[src/rtl/rvdec_pkg.sv]
package rvdec_pkg;

    localparam int OPC_W = 7;
    localparam int F3_W  = 3;
    localparam int CLS_W = 2;
    localparam int SEL_W = 4;

    localparam logic [OPC_W-1:0] OPC_REG    = 7'h33;
    localparam logic [OPC_W-1:0] OPC_IMM    = 7'h13;
    localparam logic [OPC_W-1:0] OPC_LOAD   = 7'h03;
    localparam logic [OPC_W-1:0] OPC_STORE  = 7'h23;
    localparam logic [OPC_W-1:0] OPC_BRANCH = 7'h63;
    localparam logic [OPC_W-1:0] OPC_LUI    = 7'h37;
    localparam logic [OPC_W-1:0] OPC_AUIPC  = 7'h17;
    localparam logic [OPC_W-1:0] OPC_JAL    = 7'h6F;
    localparam logic [OPC_W-1:0] OPC_JALR   = 7'h67;

    typedef enum logic [CLS_W-1:0] {
        CLS_ADD   = 2'b00,
        CLS_CMP   = 2'b01,
        CLS_FUNCT = 2'b10,
        CLS_NONE  = 2'b11
    } alu_class_e;

    localparam logic [SEL_W-1:0] SEL_AND  = 4'b0000;
    localparam logic [SEL_W-1:0] SEL_OR   = 4'b0001;
    localparam logic [SEL_W-1:0] SEL_ADD  = 4'b0010;
    localparam logic [SEL_W-1:0] SEL_XOR  = 4'b0011;
    localparam logic [SEL_W-1:0] SEL_SLL  = 4'b0100;
    localparam logic [SEL_W-1:0] SEL_SRL  = 4'b0101;
    localparam logic [SEL_W-1:0] SEL_SUB  = 4'b0110;
    localparam logic [SEL_W-1:0] SEL_SLT  = 4'b0111;
    localparam logic [SEL_W-1:0] SEL_SLTU = 4'b1000;
    localparam logic [SEL_W-1:0] SEL_SRA  = 4'b1101;

    typedef struct packed {
        logic       known;
        logic       op_imm;
        logic       reg_wr;
        logic       opb_imm;
        logic       wb_from_mem;
        logic       mem_rd;
        logic       mem_wr;
        logic       is_branch;
        logic       is_jal;
        logic       is_jalr;
        logic       wb_upper_imm;
        logic       wb_pc_imm;
        alu_class_e cls;
    } ctrl_t;

endpackage

[src/rtl/rvdec_main_ctrl.sv]
module rvdec_main_ctrl
    import rvdec_pkg::*;
(
    input  logic [OPC_W-1:0] opcode,
    output ctrl_t            ctl
);

    always_comb begin
        ctl     = '0;
        ctl.cls = CLS_ADD;
        case (opcode)
            OPC_REG: begin
                ctl.known  = 1'b1;
                ctl.reg_wr = 1'b1;
                ctl.cls    = CLS_FUNCT;
            end
            OPC_IMM: begin
                ctl.known   = 1'b1;
                ctl.op_imm  = 1'b1;
                ctl.reg_wr  = 1'b1;
                ctl.opb_imm = 1'b1;
                ctl.cls     = CLS_FUNCT;
            end
            OPC_LOAD: begin
                ctl.known       = 1'b1;
                ctl.reg_wr      = 1'b1;
                ctl.opb_imm     = 1'b1;
                ctl.wb_from_mem = 1'b1;
                ctl.mem_rd      = 1'b1;
            end
            OPC_STORE: begin
                ctl.known   = 1'b1;
                ctl.opb_imm = 1'b1;
                ctl.mem_wr  = 1'b1;
            end
            OPC_BRANCH: begin
                ctl.known     = 1'b1;
                ctl.is_branch = 1'b1;
                ctl.cls       = CLS_CMP;
            end
            OPC_JAL: begin
                ctl.known  = 1'b1;
                ctl.reg_wr = 1'b1;
                ctl.is_jal = 1'b1;
            end
            OPC_JALR: begin
                ctl.known   = 1'b1;
                ctl.reg_wr  = 1'b1;
                ctl.opb_imm = 1'b1;
                ctl.is_jalr = 1'b1;
            end
            OPC_LUI: begin
                ctl.known        = 1'b1;
                ctl.reg_wr       = 1'b1;
                ctl.wb_upper_imm = 1'b1;
            end
            OPC_AUIPC: begin
                ctl.known     = 1'b1;
                ctl.reg_wr    = 1'b1;
                ctl.wb_pc_imm = 1'b1;
            end
            default: begin
                ctl     = '0;
                ctl.cls = CLS_ADD;
            end
        endcase
    end

    always_comb begin

        mem_excl_chk: assert (!(ctl.mem_rd && ctl.mem_wr))
            else $error("memory read and write strobes both set");

        flow_excl_chk: assert ($onehot0({ctl.is_branch, ctl.is_jal, ctl.is_jalr}))
            else $error("more than one control-flow flag set");

        wb_excl_chk: assert ($onehot0({ctl.wb_from_mem, ctl.wb_upper_imm, ctl.wb_pc_imm}))
            else $error("more than one write-back source set");

        load_path_chk: assert (!ctl.mem_rd || (ctl.wb_from_mem && ctl.opb_imm && ctl.reg_wr))
            else $error("load missing its write-back or operand select");

        store_nowb_chk: assert (!ctl.mem_wr || !ctl.reg_wr)
            else $error("store enables register write");
    end

endmodule

[src/rtl/rvdec_alu_ctrl.sv]
module rvdec_alu_ctrl
    import rvdec_pkg::*;
(
    input  alu_class_e        cls,
    input  logic [F3_W-1:0]   funct3,
    input  logic              funct7_b5,
    input  logic              op_imm,
    output logic [SEL_W-1:0]  sel
);

    logic [SEL_W-1:0] funct_sel;
    logic [SEL_W-1:0] cmp_sel;

    always_comb begin
        case (funct3)
            3'b000:  funct_sel = (funct7_b5 && !op_imm) ? SEL_SUB : SEL_ADD;
            3'b001:  funct_sel = SEL_SLL;
            3'b010:  funct_sel = SEL_SLT;
            3'b011:  funct_sel = SEL_SLTU;
            3'b100:  funct_sel = SEL_XOR;
            3'b101:  funct_sel = funct7_b5 ? SEL_SRA : SEL_SRL;
            3'b110:  funct_sel = SEL_OR;
            default: funct_sel = SEL_AND;
        endcase
    end

    always_comb begin
        case (funct3[2:1])
            2'b10:   cmp_sel = SEL_SLT;
            2'b11:   cmp_sel = SEL_SLTU;
            default: cmp_sel = SEL_SUB;
        endcase
    end

    always_comb begin
        unique case (cls)
            CLS_ADD:   sel = SEL_ADD;
            CLS_CMP:   sel = cmp_sel;
            CLS_FUNCT: sel = funct_sel;
            default:   sel = SEL_AND;
        endcase
    end

    always_comb begin

        cmp_code_chk: assert (cls != CLS_CMP || sel == SEL_SUB || sel == SEL_SLT || sel == SEL_SLTU)
            else $error("compare class produced a non-compare code");

        imm_nosub_chk: assert (!(cls == CLS_FUNCT && op_imm) || sel != SEL_SUB)
            else $error("immediate arithmetic produced subtract");
    end

endmodule

[src/rtl/rvdec_ctrl_decoder.sv]
module rvdec_ctrl_decoder
    import rvdec_pkg::*;
(
    input  logic [6:0] opcode,
    input  logic [2:0] funct3,
    input  logic       funct7_b5,
    output logic       reg_wr,
    output logic       opb_imm,
    output logic       wb_from_mem,
    output logic       mem_rd,
    output logic       mem_wr,
    output logic       is_branch,
    output logic       is_jal,
    output logic       is_jalr,
    output logic       wb_upper_imm,
    output logic       wb_pc_imm,
    output logic [1:0] alu_class,
    output logic [3:0] alu_sel
);

    ctrl_t            ctl;
    logic [SEL_W-1:0] sel_raw;

    rvdec_main_ctrl u_main (
        .opcode (opcode),
        .ctl    (ctl)
    );

    rvdec_alu_ctrl u_alu (
        .cls       (ctl.cls),
        .funct3    (funct3),
        .funct7_b5 (funct7_b5),
        .op_imm    (ctl.op_imm),
        .sel       (sel_raw)
    );

    assign reg_wr       = ctl.reg_wr;
    assign opb_imm      = ctl.opb_imm;
    assign wb_from_mem  = ctl.wb_from_mem;
    assign mem_rd       = ctl.mem_rd;
    assign mem_wr       = ctl.mem_wr;
    assign is_branch    = ctl.is_branch;
    assign is_jal       = ctl.is_jal;
    assign is_jalr      = ctl.is_jalr;
    assign wb_upper_imm = ctl.wb_upper_imm;
    assign wb_pc_imm    = ctl.wb_pc_imm;
    assign alu_class    = ctl.cls;
    assign alu_sel      = ctl.known ? sel_raw : '0;

    always_comb begin

        unknown_zero_chk: assert (ctl.known || (alu_sel == '0 && alu_class == '0 && !reg_wr
                                  && !opb_imm && !mem_rd && !mem_wr && !is_branch && !is_jal
                                  && !is_jalr && !wb_upper_imm && !wb_pc_imm && !wb_from_mem))
            else $error("unrecognised opcode left a control asserted");

        link_wr_chk: assert (!(is_jal || is_jalr) || (reg_wr && alu_sel == SEL_ADD))
            else $error("jump without link write or address add");
    end

endmodule

[config.mk]
export PLATFORM = sky130hd
export DESIGN_NAME = rvdec_ctrl_decoder
export DESIGN_NICKNAME = d
export VERILOG_FILES = /design/src/rtl/rvdec_pkg.sv /design/src/rtl/rvdec_main_ctrl.sv /design/src/rtl/rvdec_alu_ctrl.sv /design/src/rtl/rvdec_ctrl_decoder.sv
export SDC_FILE = /design/constraint.sdc
export NUM_CORES = 1
export LEC_CHECK = 0
export CAP_MARGIN = 20
export CELL_PAD_IN_SITES_DETAIL_PLACEMENT = 0
export CELL_PAD_IN_SITES_GLOBAL_PLACEMENT = 1
export CORE_MARGIN = 1.5
export CORE_UTILIZATION = 25
export DETAILED_ROUTE_END_ITERATION = 7
export PLACE_DENSITY = 0.87
export SLEW_MARGIN = 25
export SYNTH_ARGS = -nofsm -noshare
export SYNTH_HDL_FRONTEND = slang
export SYNTH_HIERARCHICAL = 1
export SYNTH_SLANG_ARGS = --single-unit
[constraint.sdc]
create_clock -name vclk -period 6.3
set_clock_uncertainty 0.2 [all_clocks]
set_input_delay 0.945 -clock vclk [all_inputs]
set_output_delay 0.945 -clock vclk [all_outputs]
set_load 0.05 [all_outputs]
# == Word level (Yosys, flattened, before mapping) ==
# Index checks and enable logic that the tools add are counted.
# classes
add_sub_neg,0
n_mul,0
div,0
bitwise,0
n_eq_ne,19
n_shift,0
magnitude_cmp,0
reduce_logical,8
muxes,18
# op_table
operator,n
one-hot mux 4 bit (7 select lines),1
equality test 7 x 6 -> 1 bit (second input constant),3
equality test 7 bit (second input constant),3
equality test 7 x 5 -> 1 bit (second input constant),2
one-hot mux 4 bit (3 select lines),1
two-way mux 1 bit,10
equality test 3 bit (second input constant),3
OR reduction 9 bit,1
two-way mux 4 bit,2
one-hot mux 4 bit (2 select lines),1
equality test 7 x 2 -> 1 bit (second input constant),1
OR reduction 7 bit,1
equality test 2 bit (second input constant),3
equality test 3 x 2 -> 1 bit (second input constant),2
one-hot mux 2 bit (2 select lines),1
OR reduction 4 bit,1
equality test 3 x 1 -> 1 bit (second input constant),1
logical NOT 3 bit,1
two-way mux 3 bit,1
equality test 2 x 1 -> 1 bit (second input constant),1
logical NOT 2 bit,1
two-way mux 2 bit,1
OR reduction 2 bit,1
logical AND 1 bit,1
logical NOT 1 bit,1
# totals
mem_bits_rw,0
rom_bits,0
latchBits,0
wordCells,45
register_bits,0
in_bits,11
mem_count,0

# == Longest topological paths before layout ==
# Gate-level depths: netlist of run 1.
# logic_depth
depth_word,8
ltp_mapped,7
ltp_nobuf,7

# == Hierarchy ==
# Netlist of run 1, hierarchy kept.
# by_module_without_submodules
mod,area_per_inst_um2,cells_per_inst,seq_area_each_um2,instances
rvdec_main_ctrl,222.7,34,0.0,1
rvdec_alu_ctrl,123.9,18,0.0,1
rvdec_ctrl_decoder,25.0,4,0.0,1

# == Worst setup path after synthesis of run 1 ==
# Ideal clock, no wire load.
# synth_path
path_kind,in2out
from,in opcode[5]
to,out alu_sel[1]
stages,7
path_buffers,1
required_ps,5155
t_arrival_ps,4373
slack_ps,782
path_cell_list,buf_2 -> nand3_1 -> nor4_1 -> o21ai_0 -> nand2_1 -> o21ai_0 -> and2_1
# synth_between
elab_chain_cells,6
# synth_rtl
element,line,rtl
from (decl),rvdec_ctrl_decoder.sv:4,"input logic [6:0] opcode,"
equality test 7 x 6 -> 1 bit / equality test 7 x 5 -> 1 bit (equally long branches),rvdec_main_ctrl.sv:11,case (opcode)
OR reduction 2 bit (no source line),--,
one-hot mux 2 bit (2 select lines) (*),rvdec_main_ctrl.sv:11,
named net alu_class[0],rvdec_ctrl_decoder.sv:17,"output logic [1:0] alu_class,"
"equality test 2 bit, or another cell as far along",rvdec_alu_ctrl.sv:36,unique case (cls)
one-hot mux 4 bit (3 select lines) (*),rvdec_alu_ctrl.sv:36,
named net sel_raw[1],rvdec_ctrl_decoder.sv:22,logic [SEL_W-1:0] sel_raw;
two-way mux 4 bit (*),rvdec_ctrl_decoder.sv:48,assign alu_sel = ctl.known ? sel_raw : '0;
to (decl),rvdec_ctrl_decoder.sv:18,output logic [3:0] alu_sel
# The timed path passes the listed nets; every way through them passes the cells marked *.

# == Final worst setup path of run 1 ==
# layout_path
from,in opcode[2]
to,out alu_sel[3]
# layout_between
elab_chain_cells,6
# layout_rtl
element,line
equality test 7 x 6 -> 1 bit / equality test 7 x 5 -> 1 bit (equally long branches),rvdec_main_ctrl.sv:11
OR reduction 2 bit (no source line),--
one-hot mux 2 bit (2 select lines) (*),rvdec_main_ctrl.sv:11
"equality test 2 bit, or another cell as far along",rvdec_alu_ctrl.sv:36
one-hot mux 4 bit (3 select lines) (*),rvdec_alu_ctrl.sv:36
named net sel_raw[3],rvdec_ctrl_decoder.sv:22
two-way mux 4 bit (*),rvdec_ctrl_decoder.sv:48
# Marks and branches as above.

==> metrics.md, run 1 <==
| Metric | Value |
|---|---|
| Status | `finished, final reports clean` |
| Core Area | `1350 um2` |
| Synth cell types | `29` |
| Slowest stage delay, CP | `0.80 ns` |
| Worst path depth | `8` |
| Setup TNS | `0 ns` |
| Worst path slowest cell | `clkdlybuf4s50_1` |
| Post-Synth Adder-Cell Area | `0` |
| HPWL after DPL | `~820 um` |
| Hold WS | `3.01 ns` |
| Routability Congestion | `0.809` |
| WP buf/inv | `2` |
| I/O Pins | `27` |
| Initial core utilization | `0.275` |
| Synthesized instance count | `56` |
| Die H | `41.6 um` |
| FF/Latch Area | `0 um2` |
| Post_cts resized | `0` |
| Post-synth top area share | `0.0707` |
| Warnings, synthesis | `6` |
| Peak VDD IR | `between 0.02 and 0.03 mV` |
| Number of global-route vias before repair | `386` |
| Maximum Capacitance Violations | `0` |
| Syn avg cell area | `6.64 um2` |
| CP Class | `in -> out` |
| Total GRT Usage | `0.111` |
| Top post-synthesis cells by area | `nand4b_1, and2_1, nand2_1` |
| Mux share of post-synthesis cell area | `0.0269` |
| First-pass GRT wire length | `approximately 1700 um` |
| Initial DRC Count | `9` |
| DR WL/cell | `between 10 and 15 um` |
| Antenna violations before repair | `0` |
| CP endpoint kind | `output port` |
| Vias after detailed routing | `470` |
| Simple-gate share of the synthesized area | `0.552` |
| Worst path cell trace | `clkdlybuf4s50_1, or4_4, nor2_1, nor2b_4, nand4_1, nand3_1, and2_1, clkdlybuf4s50_1` |
| Most common cell in the netlist | `nand2_1` |
| Overflow after GRT | `0` |
| Main combinational cell family by area after synthesis | `simple AND/OR/NAND/NOR gates` |
| Worst Path Max Fanout | `8` |
| Synthesized area | `372 um2` |
| Postcts setup bufs | `0` |
| Leading area contributor after synthesis | `nand4b_1` |
| Pwr/cell area | `38.7 nW/um2` |
| Slew @ Worst Pin | `0.498 ns` |
| Largest net degree at the start of global routing | `10` |
| Port Buf Inserts | `27` |
| ANT nets after route | `0` |
| CTS Hold Bufs | `0` |
| Die width | `around 42 um` |
| Placed Cells | `between 90 and 100` |
| Most frequent CP cell | `clkdlybuf4s50_1` |
| Slew Viols, Final | `0` |
| Final period util | `0.789` |
| RSZ-0062 raised after global routing | `no` |
| Most frequent cells after synthesis | `nand2_1, nor2_1, and2_1, o21ai_0` |
| Share of cells above drive strength 1 | `0.0886` |
| CP Launch Type | `input pin` |
| Final hold violation count | `0` |
| Static Leakage | `approximately 0.00023 uW` |
| Vias per inst | `about 5.0` |
| Nets@finish | `92` |
| Antenna cells | `0` |
| Worst EP arrival | `3.83 ns` |
| Fmax | `201 MHz` |
| Final Non-Filler Cells | `94` |
| Hold Crit Depth | `3` |
| Hold Crit Class | `in -> out` |
| DRC viols | `0` |
| Period minus WS final | `just under 5 ns` |
| Seq cells | `0` |
| Seq/Total Area, Yosys | `0` |
| Cell family with the largest share of critical-path delay | `simple AND/OR/NAND/NOR gates` |
| Syn nets | `67` |
| Fillers | `approximately 140` |
| Dpl ws | `1.34 ns` |
| WP data required | `5.15 ns` |
| Routed WL | `1030 um` |
| Xor and xnor area share after synthesis | `0.0236` |
| Row cnt | `13` |
| Endpoints failing setup | `0` |
| Synth-to-layout area growth | `66.0%` |
| Final setup margin | `~1.3 ns` |
| DRT Pass-1 Iters | `4` |
| Synth Area in Compound Gates | `0.229` |
| Slew HR | `0.667` |
| Clkbuf count | `0` |
| DIE AREA | `1730 um2` |
==> tightest hold or removal path: cells and delay by family <==
kind	cells	cell delay [ns]
simple gates	1	0.08
buf+inv	2	1.24
==> area by class of cell <==
| type | instances | area (um2) | share of cell area |
|---|---|---|---|
| tap | 15 | 18.8 | 0.0304 |
| timing repair buffer | 28 | 278 | 0.450 |
| inverter | 3 | 11.3 | 0.0183 |
| multi-input combinational | 48 | 309 | 0.501 |
==> power breakdown <==
group | switching [uW] | internal [uW] | leakage, uW | total, uW
combinational | 12.8 | 11.0 | 0.000230 | 23.8
clock | 0 | 0 | 0 | 0
sequential | 0 | 0 | 0 | 0
==> layout by cell type, fill, tap and decap left out, types with 3 or more instances in the layout <==
master,Yosys,routed
a21oi_1,3,3
and2_1,4,4
clkdlybuf4s50_1,0,27
inv_1,3,3
nand2_1,6,6
nand4b_1,3,3
nor2_1,5,5
nor4_1,3,3
o21ai_0,4,4
==> through the flow <==
| stage | power (uW) | area [um2] | util |
|---|---|---|---|
| after global routing | 25.9 | 617 | 0.457 |
| final | 23.8 | 617 | 0.457 |
| after floorplan | 13.9 | 372 | - |
| after global placement | 23.7 | 617 | 0.457 |
| after detailed placement | 23.7 | 617 | 0.457 |
| after CTS | 23.7 | 617 | 0.457 |
==> final timing paths <==
check | from | endpoint | slack [ns]
worst max-delay path | opcode[2] | alu_sel[3] | 1.33
worst min-delay path | opcode[4] | wb_from_mem | 3.01
==> metal layers <==
layer / vias up / share of wire / track usage
li1: 251 / - / -
met4: 0 / 0 / 0.00645
met3: 0 / 0.042 / 0.00870
met5: - / 0 / 0
met1: 208 / 0.51 / 0.177
met2: 11 / 0.44 / 0.166
==> kinds of logic after synthesis <==
kind of cell / after synthesis
compound gates: 13
buf+inv: 8
simple gates: 33
mux: 1
xor+xnor: 1
Note: power is estimated with default switching activity, not from simulation.
==> run 2, diff against run 1 <==
CORE_UTILIZATION = 21   (was 25)
PLACE_DENSITY = 0.77   (was 0.87)
clock period = 4.3 ns   (was 6.3 ns; I/O delays follow)
==> run 2 against run 1 <==
  * Via count is 3.2% higher
  * Die area is 18% higher
  * Core utilization is 6.6 points lower
  * Power is 51% higher
  * Clock-buffer cell count stayed put
  * Global-route usage is 0.91 points lower
  * Flip-flop and latch count stayed put
  * Setup slack worse by 0.90 ns
  * Wire length is 0.68% lower
  * Largest cell class unchanged
  * Highest routed layer unchanged
==> metrics.md, run 2 (synthesis gave the netlist of run 1 again) <==
| Metric | Value |
|---|---|
| Status | `finished, final reports clean` |
| DRC viols | `0 (unchanged)` |
| Antenna violations before repair | `0 (unchanged)` |
| Worst Path Max Fanout | `8 (unchanged)` |
| FF/Latch Area | `0 um2 (unchanged)` |
| Total GRT Usage | `0.102 (-0.00907)` |
| Die width | `45.1 um (+8.4%)` |
| Final period util | `0.900` |
| Post_cts resized | `0 (unchanged)` |
| Worst path depth | `4 (-4)` |
| WP buf/inv | `2 (unchanged)` |
| Slowest stage delay, CP | `0.88 ns (+0.08 ns)` |
| Cell family with the largest share of critical-path delay | `buffers and inverters` |
| Most frequent CP cell | `clkdlybuf4s50_1` |
| Final Non-Filler Cells | `97 (+3.2%)` |
| DIE AREA | `2030 um2 (+18%)` |
| Slew Viols, Final | `0 (unchanged)` |
| Routability Congestion | `0.729 (-10%)` |
| Slew @ Worst Pin | `0.499 ns (+0.00114 ns)` |
| Number of global-route vias before repair | `406 (+5.2%)` |
| Slew HR | `0.666 (-0.000760)` |
| Setup TNS | `0 ns (unchanged)` |
| Vias per inst | `5.00 (unchanged)` |
| Core Area | `1690 um2 (+25%)` |
| Top sig layer | `met3` |
| Final hold violation count | `0 (unchanged)` |
| Fmax | `258 MHz` |
| Worst path slowest cell | `clkdlybuf4s50_1` |
| Hold EP | `alu_sel[3]` |
| Overflow after GRT | `0 (unchanged)` |
| Pwr/cell area | `54.5 nW/um2 (+41%)` |
| Seq cells | `0 (unchanged)` |
| Hold Crit Class | `in -> out` |
| Hold WS | `2.01 ns (-0.996 ns)` |
| Multi-input logic area | `315 um2 (+2.0%)` |
| Endpoints failing setup | `0 (unchanged)` |
| Antenna cells | `0 (unchanged)` |
| Worst EP arrival | `3.02 ns (-0.81 ns)` |
| Met2 WL | `508 um (+11%)` |
| Start point of the worst min-delay path | `funct7_b5` |
| Final setup margin | `0.430 ns (-0.899 ns)` |
| RSZ-0062 raised after global routing | `no` |
| DR WL/cell | `10.6 um (-3.8%)` |
| DRT Pass-1 Iters | `4 (unchanged)` |
| HPWL after DPL | `827 um (+0.78%)` |
| Initial core utilization | `0.220 (-0.0553)` |
| Nets@finish | `93 (+1.1%)` |
| Metal-1 WL | `460 um (-13%)` |
| CTS Hold Bufs | `0 (unchanged)` |
| First-pass GRT wire length | `1660 um (-2.0%)` |
| Most frequent cells in the layout | `clkdlybuf4s50_1, nand2_1, nor2_1` |
| Clkbuf count | `0 (unchanged)` |
| Postcts setup bufs | `0 (unchanged)` |
| Row cnt | `15 (+2)` |
| Port Buf Inserts | `27 (unchanged)` |
| Die H | `45.1 um (+8.4%)` |
| Initial DRC Count | `5 (-4)` |
| Maximum Capacitance Violations | `0 (unchanged)` |
| Period minus WS final | `3.87 ns` |
| CP Launch Type | `input pin` |
| CP endpoint kind | `output port` |
| CP Class | `in -> out` |
| WP data required | `3.45 ns (-1.70 ns)` |
| Static Leakage | `0.000251 uW (+9.2%)` |
| Synth-to-layout area growth | `77.8%` |
| Largest net degree at the start of global routing | `10 (unchanged)` |
| Worst path cell trace | `clkdlybuf4s50_1, or4_4, nor2_1, clkdlybuf4s50_1` |
| Routed WL | `1030 um (-0.68%)` |
| Placed Cells | `97 (+3.2%)` |
| Fillers | `171 (+20%)` |
| Share of cells above drive strength 1 | `0.163 (+0.0739)` |
| Peak VDD IR | `0.0265 mV (-4.1%)` |
| Vias after detailed routing | `485 (+3.2%)` |
| Met3 wire length | `55 um (+28%)` |
| I/O Pins | `27 (unchanged)` |
| ANT nets after route | `0 (unchanged)` |
| Hold Crit Depth | `5 (+2)` |
| Dpl ws | `0.439 ns (-0.897 ns)` |
| Commonest non-fill, non-tap cell in the layout | `clkdlybuf4s50_1` |
-- run 2: cell types whose count changed in the layout (fill, tap and decap cells not counted), sizes merged --
cell | before | now
clkdlybuf4s50 | 27 | 23
buf | 1 | 6
-- run 2: area by class of cell --
class              instances  share of cell area
well taps                 17              0.0322
repair buffers            29               0.473
multi-input cells         48               0.477
inverters                  3              0.0170
-- run 2: metal layers --
metal  vias to the layer above  GRT usage
li1                        252          -
met4                         0     0.0118
met3                         0    0.00400
met2                        16      0.177
met5                         -          0
met1                       217      0.142
-- run 2: where the power goes --
| group | switching, uW | total (uW) | internal [uW] |
|---|---|---|---|
| clock network | 0 | 0 | 0 |
| registers | 0 | 0 | 0 |
| logic | 19.3 | 36.0 | 16.7 |
-- run 2: through the flow --
step                power (uW)  instance area [um2]   util
finish                    36.0                  661  0.391
global route              39.1                  661  0.391
CTS                       36.1                  661  0.391
detailed placement        36.0                  661  0.391
global placement          36.0                  661  0.391
floorplan                 20.7                  378      -
-- run 2: how the worst max path moves through the flow --
stage	from	end
floorplan	opcode[5]	alu_sel[1]
global placement	opcode[2]	alu_class[1]
detailed placement	opcode[2]	alu_class[1]
CTS	opcode[2]	alu_class[1]
global route	opcode[2]	alu_class[1]
finish	opcode[2]	alu_class[1]
==> run 3, diff against run 2 <==
SKIP_LAST_GASP = 1   (was not set)
==> results of run 3 <==
Same layout as run 2: the final DEF is identical, and so are final timing and power.
